### config.mk
export PLATFORM = sky130hd
export DESIGN_NAME = onehot_sel_mux
export DESIGN_NICKNAME = d
export VERILOG_FILES = /design/src/rtl/onehot_sel_pkg.sv /design/src/rtl/andor_reduce.sv /design/src/rtl/multihot_detect.sv /design/src/rtl/onehot_sel_mux.sv
export SDC_FILE = /design/constraint.sdc
export NUM_CORES = 1
export LEC_CHECK = 0
export BUFFER_PORTS_ARGS = -buffer_cell sky130_fd_sc_hd__buf_4
export CORE_MARGIN = 2
export CORE_UTILIZATION = 25
export CTS_CLUSTER_SIZE = 30
export DETAILED_ROUTE_END_ITERATION = 16
export GPL_ROUTABILITY_DRIVEN = 0
export PLACE_DENSITY = 0.68
export SKIP_LAST_GASP = 1
export SYNTH_ARGS = -nofsm -noshare
export SYNTH_HDL_FRONTEND = slang
export SYNTH_HIERARCHICAL = 1
export SYNTH_SLANG_ARGS = --single-unit
### constraint.sdc
create_clock -name clk_i -period 1.2 [get_ports clk_i]
set_input_delay 0.06 -clock clk_i [delete_from_list [all_inputs] [get_ports clk_i]]
set_output_delay 0.06 -clock clk_i [all_outputs]
set_load 0.005 [all_outputs]
### src/rtl/onehot_sel_pkg.sv
package onehot_sel_pkg;
  typedef enum logic {
    ARCH_SHARED_REG  = 1'b0,
    ARCH_PER_SRC_REG = 1'b1
  } sel_arch_e;
endpackage

### src/rtl/andor_reduce.sv
module andor_reduce #(
  parameter int N = 8,
  parameter int W = 16
) (
  input  logic [N*W-1:0] data_i,
  input  logic [N-1:0]   en_i,
  output logic [W-1:0]   out_o
);
  logic [W-1:0] masked [N];

  for (genvar i = 0; i < N; i++) begin : g_mask
    assign masked[i] = data_i[i*W +: W] & {W{en_i[i]}};
  end

  always_comb begin
    out_o = '0;
    for (int i = 0; i < N; i++) out_o = out_o | masked[i];
  end
endmodule

### src/rtl/multihot_detect.sv
module multihot_detect #(
  parameter int N = 8
) (
  input  logic         clk_i,
  input  logic         rst_ni,
  input  logic [N-1:0] en_i,
  output logic         err_o
);
  localparam logic [N-1:0] One = {{(N-1){1'b0}}, 1'b1};

  logic multi;
  // clearing the lowest set bit leaves a residue only with 2+ bits
  assign multi = |(en_i & (en_i - One));

  always_ff @(posedge clk_i or negedge rst_ni) begin
    if (!rst_ni) err_o <= 1'b0;
    else         err_o <= multi;
  end


  multi_flag_chk: assert property (@(posedge clk_i) disable iff (!rst_ni)
    ($countones(en_i) > 1) |=> err_o);


  single_clear_chk: assert property (@(posedge clk_i) disable iff (!rst_ni)
    $onehot0(en_i) |=> !err_o);
endmodule

### src/rtl/onehot_sel_mux.sv
module onehot_sel_mux
  import onehot_sel_pkg::*;
#(
  parameter int        N    = 8,
  parameter int        W    = 16,
  parameter sel_arch_e ARCH = ARCH_SHARED_REG
) (
  input  logic           clk_i,
  input  logic           rst_ni,
  input  logic [N*W-1:0] data_i,
  input  logic [N-1:0]   en_i,
  output logic [W-1:0]   data_o,
  output logic [W-1:0]   comb_o,
  output logic           multi_err_o
);
  logic any_en;
  assign any_en = |en_i;

  andor_reduce #(.N(N), .W(W)) u_mux (
    .data_i (data_i),
    .en_i   (en_i),
    .out_o  (comb_o)
  );

  if (ARCH == ARCH_SHARED_REG) begin : g_shared
    logic [W-1:0] data_q;
    always_ff @(posedge clk_i or negedge rst_ni) begin
      if (!rst_ni)     data_q <= '0;
      else if (any_en) data_q <= comb_o;
    end
    assign data_o = data_q;
  end else begin : g_per_src
    logic [N*W-1:0] src_q;
    for (genvar i = 0; i < N; i++) begin : g_src
      // unselected sources are cleared, so the OR sees only enabled words
      always_ff @(posedge clk_i or negedge rst_ni) begin
        if (!rst_ni)     src_q[i*W +: W] <= '0;
        else if (any_en) src_q[i*W +: W] <= en_i[i] ? data_i[i*W +: W] : '0;
      end
    end
    andor_reduce #(.N(N), .W(W)) u_or (
      .data_i (src_q),
      .en_i   ({N{1'b1}}),
      .out_o  (data_o)
    );
  end

  multihot_detect #(.N(N)) u_guard (
    .clk_i  (clk_i),
    .rst_ni (rst_ni),
    .en_i   (en_i),
    .err_o  (multi_err_o)
  );


  idle_hold_chk: assert property (@(posedge clk_i) disable iff (!rst_ni)
    (en_i == '0) |=> $stable(data_o));


  onehot_load_chk: assert property (@(posedge clk_i) disable iff (!rst_ni)
    $onehot(en_i) |=> (data_o == $past(comb_o)));


  comb_zero_chk: assert property (@(posedge clk_i) disable iff (!rst_ni)
    (en_i == '0) |-> (comb_o == '0));
endmodule

==> results of run 1 <==
[layer usage]
layer | wire length (microns) | vias up | share of wire [%]
met5 | 0 | - | 0
met4 | 48 | 0 | 0.67
met3 | 595 | 10 | 8.3
met2 | 3620 | 105 | 51
met1 | 2880 | 975 | 40
li1 | - | 957 | -
[layout make-up]
cell class | instances | area (sq um)
multi-input cells | 107 | 888
clock buffers | 4 | 45.0
repair buffers | 188 | 1460
flip-flops and latches | 17 | 425
fillers | 560 | 2930
well taps | 75 | 93.8
[worst paths after layout]
check,from,to,slack [ns],depth (start not counted)
setup reg to reg,data_o[8]$_DFFE_PN0P_,data_o[8]$_DFFE_PN0P_,0.44,1
hold / removal,en_i[4],u_guard/err_o$_DFF_PN0_,0.18,3
setup / recovery,en_i[7],comb_o[1],0.11,6
hold reg to reg,data_o[9]$_DFFE_PN0P_,data_o[9]$_DFFE_PN0P_,0.51,1
min in group asynchronous,rst_ni,data_o[13]$_DFFE_PN0P_,0.25,2
max in group asynchronous,rst_ni,data_o[9]$_DFFE_PN0P_,0.76,2
[registers in the layout, summed over array words and instances, names as in the netlist]
name           count
data_o            16
u_guard/err_o      1
[logic make-up after synthesis]
kind of cell | count (synthesis) | share of synthesized area (%)
DFF | 17 | 28.3
muxes | 16 | 14.5
buffers and inverters | 17 | 12.6
AOI/OAI and AO/OA | 69 | 35.1
and+or+nand+nor | 22 | 9.49
[stage by stage]
step | cell area, sq um | TNS [ns] | hold WS [ns] | power [W]
2_1_floorplan | 1500 | 0 | -0.236 | 0.000922
3_5_place_dp | 2860 | -0.169 | -0.0571 | 0.00146
5_1_grt | 2920 | 0 | 0.198 | 0.00198
4_1_cts | 2920 | 0 | 0.168 | 0.00189
3_3_place_gp | 2860 | -0.339 | -0.0646 | 0.00145
6_report | 2920 | 0 | 0.179 | 0.00187
[synthesized netlist by cell type (all sizes together)]
library cell / n
o41ai: 1
nand4: 17
nor2: 1
nor4: 2
dfrtp: 17
a22oi: 64
mux2: 16
buf: 17
nand2: 1
or4: 1
a22o: 2
o22ai: 2
[power by group]
part / switching (W) / total, W / internal [W]
Combinational: 0.000307 / 0.000834 / 0.000528
Sequential: 0.0000160 / 0.000619 / 0.000603
Clock: 0.000187 / 0.000422 / 0.000235
Total: 0.000509 / 0.00187 / 0.00137
[worst min-delay path: stages]
cell and delay, ns:
buf_4 0.14, o22ai_1 0.11, nand4_2 0.08
[layout by cell type, fill, tap and decap left out]
cell	synthesis	routed
buf_12	0	4
nand4_1	16	16
buf_4	0	183
dlygate4sd3_1	0	1
nor4_1	2	2
mux2_4	10	10
a22o_1	1	1
o41ai_2	1	1
nor2_1	1	1
o22ai_1	2	2
a22o_2	1	1
or4_1	1	1
dfrtp_1	17	17
a22oi_1	64	64
clkbuf_8	0	3
mux2_2	6	6
nand4_2	1	1
nand2_2	1	1
clkbuf_1	0	1
[timing repair]
action	in CTS	in global routing
resized for setup	0	0
hold buffers	1	0
endpoints found under the hold margin	17	0
==> run metrics, run 1 <==
Final Worst Setup Slack ~0.11 ns; WP buf/inv 4; Root Buffer clkbuf_8; die height 81.5 microns; synth top area cells a22oi_1 32%, dfrtp_1 28%, buf_6 11%; share of layout cells above drive strength 1 66.5%; sequential fraction of the synthesis area 28.3%; GRT overflow 0; Area Growth Syn to Fin 94.1%; via count around 2,000; setup violators final 0; Critical Path Start Type input pin; fin util 49.9%; Routed Antenna Nets 0; Crit Path Category in2out; Cell Area, Synth 0.00150 sq mm; Top-Level Pins 171; clk slew on worst S/H paths roughly 0.07 ns; ant diodes 0; Max Freq 917 MHz; Clock Sinks 17; Mapped Nets 279; met1 Use GR 23.7%; initial antenna violation count 0; Vias/cell 5.24; leakage 1.40 nW; outcome finished clean; Critical Path RT 1.14 ns; largest net degree at the start of global routing 20; Skew-Pair Late Insertion Delay ~0.25 ns; final hold violations 0; GR peak layer met2; hold crit path type in2reg; Synth Instances 141; period utilization about nine tenths; crit-path cells buf_4 -> buf_4 -> a22oi_1 -> nand4_1 -> buf_4 -> buf_4; met2 usage 34.9%; RSZ-0062 raised after global routing no; Slew HR 80.1%; Core Region 0.00585 sq mm; grt met3 use between 4 and 5%; Slowest cell on crit path buf_4; Distinct cells, synth 17; critical path's top delay family buffers and inverters; Placed Instances 386; most used cell, CP buf_4; critical path data arrival time 1.03 ns; crit-path max cell delay around 0.21 ns; pre-CTS WS -0.0211 ns; maximum VDD drop 382 uV; non-filler instance count after layout 391; Starting DRT DRC Count 104; clock buffer depth 2; Initial Utilization between 20% and 30%; Die ar. 0.00665 sq mm; final-report max-slew violation count 0; IO Port Bufs 170; Slew @ Worst Pin 0.296 ns; Nets about 460; cell taking the most area after synthesis a22oi_1; DRC violations left 0; drt wl/cell 18.3 microns; all-layer global routing usage 19.5%; Rows 28; Inserted Clock Buffers 3; Seq cells post-synth 17; clock skew 0 ns; first-pass GRT wire length 9.81 mm; Synth Warn # 6; minimum clock period 1.09 ns; max-cap violations 0; CTS tree built; Pre-antenna DRT Iters 4; syn avg cell area about 11 sq um; post-CTS setup buffers 0; Yosys top cell area share between 30% and 40%; pwr/cell area 643 mW/mm^2; chip width 81.5 microns; DP HPWL 5.76 mm; CP Max Fanout 19; Crit. End Element primary output; vias in the first global route 1,916; drt total wl around 7.2 mm; CTS H-tree depth 1
No activity file was read; power rests on OpenSTA's default activity.
==> run 2: changes to the inputs <==
- ABC_AREA: not set -> 1
- CAP_MARGIN: not set -> 30
- PLACE_DENSITY: 0.68 -> 0.62
==> run 2 against run 1 <==
Wire length up 12%. Synthesized area up 30%. Clock skew unchanged. Synthesized cell count rose to 2.6 times the previous value. Power up 5.2%. Critical path type unchanged. Largest cell class unchanged. Highest routed layer unchanged.
==> run metrics, run 2 <==
most frequent cells in the layout 235 x nand2_1, 172 x buf_4, 36 x nor2_1, 21 x nand2_2, 17 x dfrtp_1; Max Freq 1020 MHz; CP Max Fanout 11; synth top area cells nand2_1 45%, dfrtp_1 22%, buf_6 9.2%; crit-path max cell delay about 0.18 ns; Synth Instances 360; Distinct cells, synth 15; maximum VDD drop between 300 and 400 uV; met1 Use GR 20.3%; met2 usage 34.9%; fill count 837; via count between 2,000 and 3,000; syn avg cell area between 5 and 6 sq um; Mapped Nets 498; critical path data arrival time 0.92 ns; post-CTS setup buffers 0; minimum clock period 0.981 ns; DP HPWL 6.49 mm; first-pass GRT wire length 12.6 mm; IO Port Bufs 170; R2R Path End data_o[3]$_DFFE_PN0P_; GRT overflow 0; pwr/cell area ~600 mW/mm^2; commonest non-fill, non-tap cell in the layout nand2_1; WP buf/inv 3; setup violators final 0; top-count cell post-synth nand2_1; fin util 43.2%; Skew-Pair Late Insertion Delay 0.25 ns; Critical Path Sink comb_o[8]; RR Startpoint data_o[3]$_DFFE_PN0P_; Die ar. 0.00856 sq mm; GR peak layer met2; Critical Path RT 1.14 ns; DRC violations left 0; critical path's top delay family buffers and inverters; drt wl/cell 12.8 microns; initial antenna violation count 0; CTS tree built; drt total wl 8.00 mm; Vias/cell around 4.3; Crit. End Element primary output; EDFF count, synth 0; max FFs per register 16; hold crit path type in2async; cell taking the most area after synthesis nand2_1; outcome finished clean; Clock Sinks 17; Levels on crit path 7; post-cts sizing count 0; Pre-antenna DRT Iters 4; Core Region 0.00765 sq mm; all-layer global routing usage 18.6%; Routed Antenna Nets 0; setup tns final 0 ns; Slew @ Worst Pin 0.298 ns; Starting DRT DRC Count 49; Seq cells post-synth 17; clock buffer depth 2; ant diodes 0; leakage 1.87 nW; Inserted Clock Buffers 3; die height 92.5 microns; grt met3 use 4.96%; share of layout cells above drive strength 1 39.1%; Synth Warn # 6; largest net degree at the start of global routing 20; RSZ-0062 raised after global routing no; Total Power Consumption between 0.0015 and 0.002 W; commonest cells in the netlist 235 x nand2_1, 36 x nor2_1, 21 x nand2_2, 17 x dfrtp_1, 16 x buf_6; sequential fraction of the synthesis area 21.7%; Synth Flop Type dfrtp_1; max-cap violations 0; R2R depth 2; Slowest cell on crit path buf_4; Yosys top cell area share 45.0%; chip width about 93 microns; clk slew on worst S/H paths 0.07 ns; Slew HR 80.2%; final-report max-slew violation count 0; Crit Path Category in2out; share of async-settable or async-resettable flops after synthesis 100%; CTS H-tree depth 1; crit-path cells buf_4 -> buf_4 -> nand2_1 -> nand2_1 -> nor2_1 -> nand2_1 -> buf_4; Root Buffer clkbuf_8; vias in the first global route between 2,000 and 3,000; worst reg-to-reg setup slack roughly 0.57 ns; Initial Utilization 25.6%; period utilization 81.8%; Critical Path Start en_i[3]; Rows 32; Critical Path Start Type input pin; Cell Area, Synth roughly 0.0020 sq mm; Area Growth Syn to Fin 68.6%; clock skew 0 ns; Top-Level Pins about 170; Nets around 660; final hold violations 0
-- run 2: metrics by stage --
stage / worst slack (ns) / area [sq um] / hold WS, ns / instances
2_1_floorplan: 0.404 / 1960 / -0.236 / 360
5_1_grt: 0.129 / 3300 / 0.227 / 624
3_3_place_gp: 0.0969 / 3250 / -0.0680 / 619
3_5_place_dp: 0.122 / 3250 / -0.0649 / 619
6_report: 0.219 / 3300 / 0.206 / 624
4_1_cts: 0.204 / 3300 / 0.209 / 624
-- run 2: cell type report --
| class | count | area (sq um) | share of cell area, % |
|---|---|---|---|
| clock buffers | 4 | 45.0 | 1.36 |
| well taps | 102 | 128 | 3.87 |
| multi-input cells | 314 | 1280 | 38.9 |
| inverters | 10 | 37.5 | 1.14 |
| flip-flops and latches | 17 | 425 | 12.9 |
| repair buffers | 177 | 1380 | 41.8 |
-- run 2: per-layer routing --
layer  vias up  wire length [microns]  part of all wire, %
met5         -                      0                    0
met4         0                    215                  2.7
met3        14                    915                   11
met2       144                   3910                   49
met1      1152                   2960                   37
li1       1399                      -                    -
-- run 2: worst min-delay path by stage --
stage / to / slack, ns / depth (start not counted)
final: data_o[5]$_DFFE_PN0P_ / 0.21 / 2
after global routing: data_o[10]$_DFFE_PN0P_ / 0.23 / 2
after CTS: data_o[7]$_DFFE_PN0P_ / 0.21 / 2
after detailed placement: data_o[7]$_DFFE_PN0P_ / -0.06 / 1
after global placement: data_o[10]$_DFFE_PN0P_ / -0.07 / 1
after floorplan: data_o[0]$_DFFE_PN0P_ / -0.24 / 0
-- run 2: what timing repair did --
item	4_1_cts	5_1_grt
hold buffers	1	0
hold endpoints to repair	17	0
setup endpoints to repair	0	0
-- run 2: kinds of logic (layout without fill, tap and decap cells) --
| logic type | after synthesis | after routing | share of synthesized area, % |
|---|---|---|---|
| compound gates | 16 | 16 | 4.09 |
| buf+inv | 29 | 191 | 12.7 |
| flops | 17 | 17 | 21.7 |
| simple gates | 298 | 298 | 61.5 |
-- run 2: power breakdown --
part	switching [W]	total (W)	leakage [nW]	internal (W)
Clock	0.000193	0.000428	0.0228	0.000236
Combinational	0.000408	0.000920	1.69	0.000512
Sequential	0.0000193	0.000624	0.159	0.000604
==> run 3: changes to the inputs <==
- ABC_AREA: 1 -> 0
- PLACE_DENSITY: 0.62 -> 0.7
- clock period: 1.2 -> 0.8 ns (I/O delays scaled with it)
==> run 3 against run 2 <==
The run now ends with negative setup slack left. Combinational power up 100%. Flip-flop and latch count is the same. Die area decreased by 22%. Worst hold slack got worse by 0.014 ns. Critical endpoint is now comb_o[14].
==> run metrics, run 3 (synthesis gave the netlist of run 1 again) <==
drt wl/cell 20.5 microns; clk slew on worst S/H paths 0.07 ns; Die ar. 0.00665 sq mm; final-report max-slew violation count 0; largest net degree at the start of global routing 19; max FFs per register 16; commonest non-fill, non-tap cell in the layout buf_4; period utilization 138%; RSZ-0062 raised after global routing yes; all-layer global routing usage 25.3%; drt total wl between 9 and 10 mm; first-pass GRT wire length 12.4 mm; Starting DRT DRC Count 117; worst reg-to-reg setup slack -0.11 ns; pwr/cell area 879 mW/mm^2; leakage ~1.8 nW; max-cap violations 0; CTS H-tree depth 1; vias in the first global route roughly 2,400; Critical Path Start Type input pin; Slew @ Worst Pin 0.321 ns; Root Buffer clkbuf_8; pre-CTS WS -0.544 ns; ant diodes 0; Clock Sinks 17; IO Port Bufs 170; RR Startpoint data_o[11]$_DFFE_PN0P_; Crit Path Category in2out; Vias/cell 5.33; hold crit path type in2async; critical path data arrival time ~1.1 ns; Crit. End Element primary output; Final Worst Setup Slack -0.308 ns; Pre-antenna DRT Iters 4; failing checks negative setup slack; Core Region 0.00585 sq mm; Critical Path RT between 0.7 and 0.8 ns; Skew-Pair Late Insertion Delay around 0.25 ns; Inserted Clock Buffers 3; maximum VDD drop 570 uV; minimum clock period 1.11 ns; initial antenna violation count 0; CTS tree built; clock buffer depth 2; clock skew 0 ns; final hold violations 0; Rows 28; Routed Antenna Nets 0; Top-Level Pins 171; GRT overflow 0; via count 2,363; chip width 81.5 microns; Max Freq 903 MHz; Critical Path Start en_i[2]; DP HPWL 6.02 mm; setup violators final 50; most frequent cells in the layout 179 x buf_4, 44 x a22oi_2, 39 x buf_6, 20 x a22oi_1, 17 x dfrtp_1; die height 81.5 microns; CP Max Fanout 18; setup tns final -6.98 ns; Area Growth Syn to Fin 164%; outcome finished with violations; Initial Utilization about 26%; share of layout cells above drive strength 1 between 80 and 90%; DRC violations left 0; Slew HR 78.6%; Nets 507
run 3: cell count changes in the layout (fill, tap and decap cells not counted), moves of 12 or more:
cell	before	now
buf_6	0	39
nand2_2	21	1
buf_12	4	16
a22oi_2	0	44
nor2_1	36	1
nand2_1	235	0
a22oi_1	0	20
nand4_1	1	16
run 3: report_power, final:
group / total, W / switching [W] / internal (W)
logic: 0.00188 / 0.000670 / 0.00121
registers: 0.000940 / 0.0000360 / 0.000904
clock network: 0.000665 / 0.000319 / 0.000346
run 3: worst paths after layout:
kind	to	cells past startpoint
max reg2reg	data_o[11]$_DFFE_PN0P_	2
max	comb_o[14]	5
max in group asynchronous	data_o[3]$_DFFE_PN0P_	2
min in group clk_i	data_o[6]$_DFFE_PN0P_	4
min	data_o[10]$_DFFE_PN0P_	2
min reg2reg	data_o[7]$_DFFE_PN0P_	1
run 3: metal layers:
metal	part of all wire (%)	GRT usage [%]	vias up
met5	0	0	-
met2	51	46.4	135
li1	-	-	1065
met1	37	27.8	1137
met3	9.2	5.60	26
met4	3.0	10.7	0
run 3: stage by stage:
stage,instance area (sq um),utilization [%],hold slack [ns],power (W),cells
after floorplan,1540,-,-0.256,0.00139,141
after detailed placement,3050,52.1,-0.0769,0.00230,403
after global routing,3970,67.8,0.200,0.00363,443
final,3970,67.8,0.192,0.00349,443
after global placement,3050,52.1,-0.0779,0.00228,403
after CTS,3740,64.0,0.158,0.00335,436
run 3: area by class of cell:
type | count | area (sq um)
Timing Repair Buffer | 240 | 2250
Sequential cell | 17 | 425
Multi-Input combinational cell | 107 | 1150
Clock inverter | 1 | 5.00
Tap cell | 75 | 93.8
Fill cell | 431 | 1880
Clock buffer | 3 | 41.3
run 3: critical path: stages:
cell     delay (ns)
buf_4          0.22
a22oi_2        0.20
nand4_1        0.27
buf_4          0.23
buf_6          0.10
run 3: repair_timing:
item	in CTS	in global routing
hold buffers	1	0
endpoints found under the setup margin	50	50
gates resized for setup	76	38
gates cloned	5	0
pin swaps	22	24
endpoints found under the hold margin	17	0
setup buffers	23	7
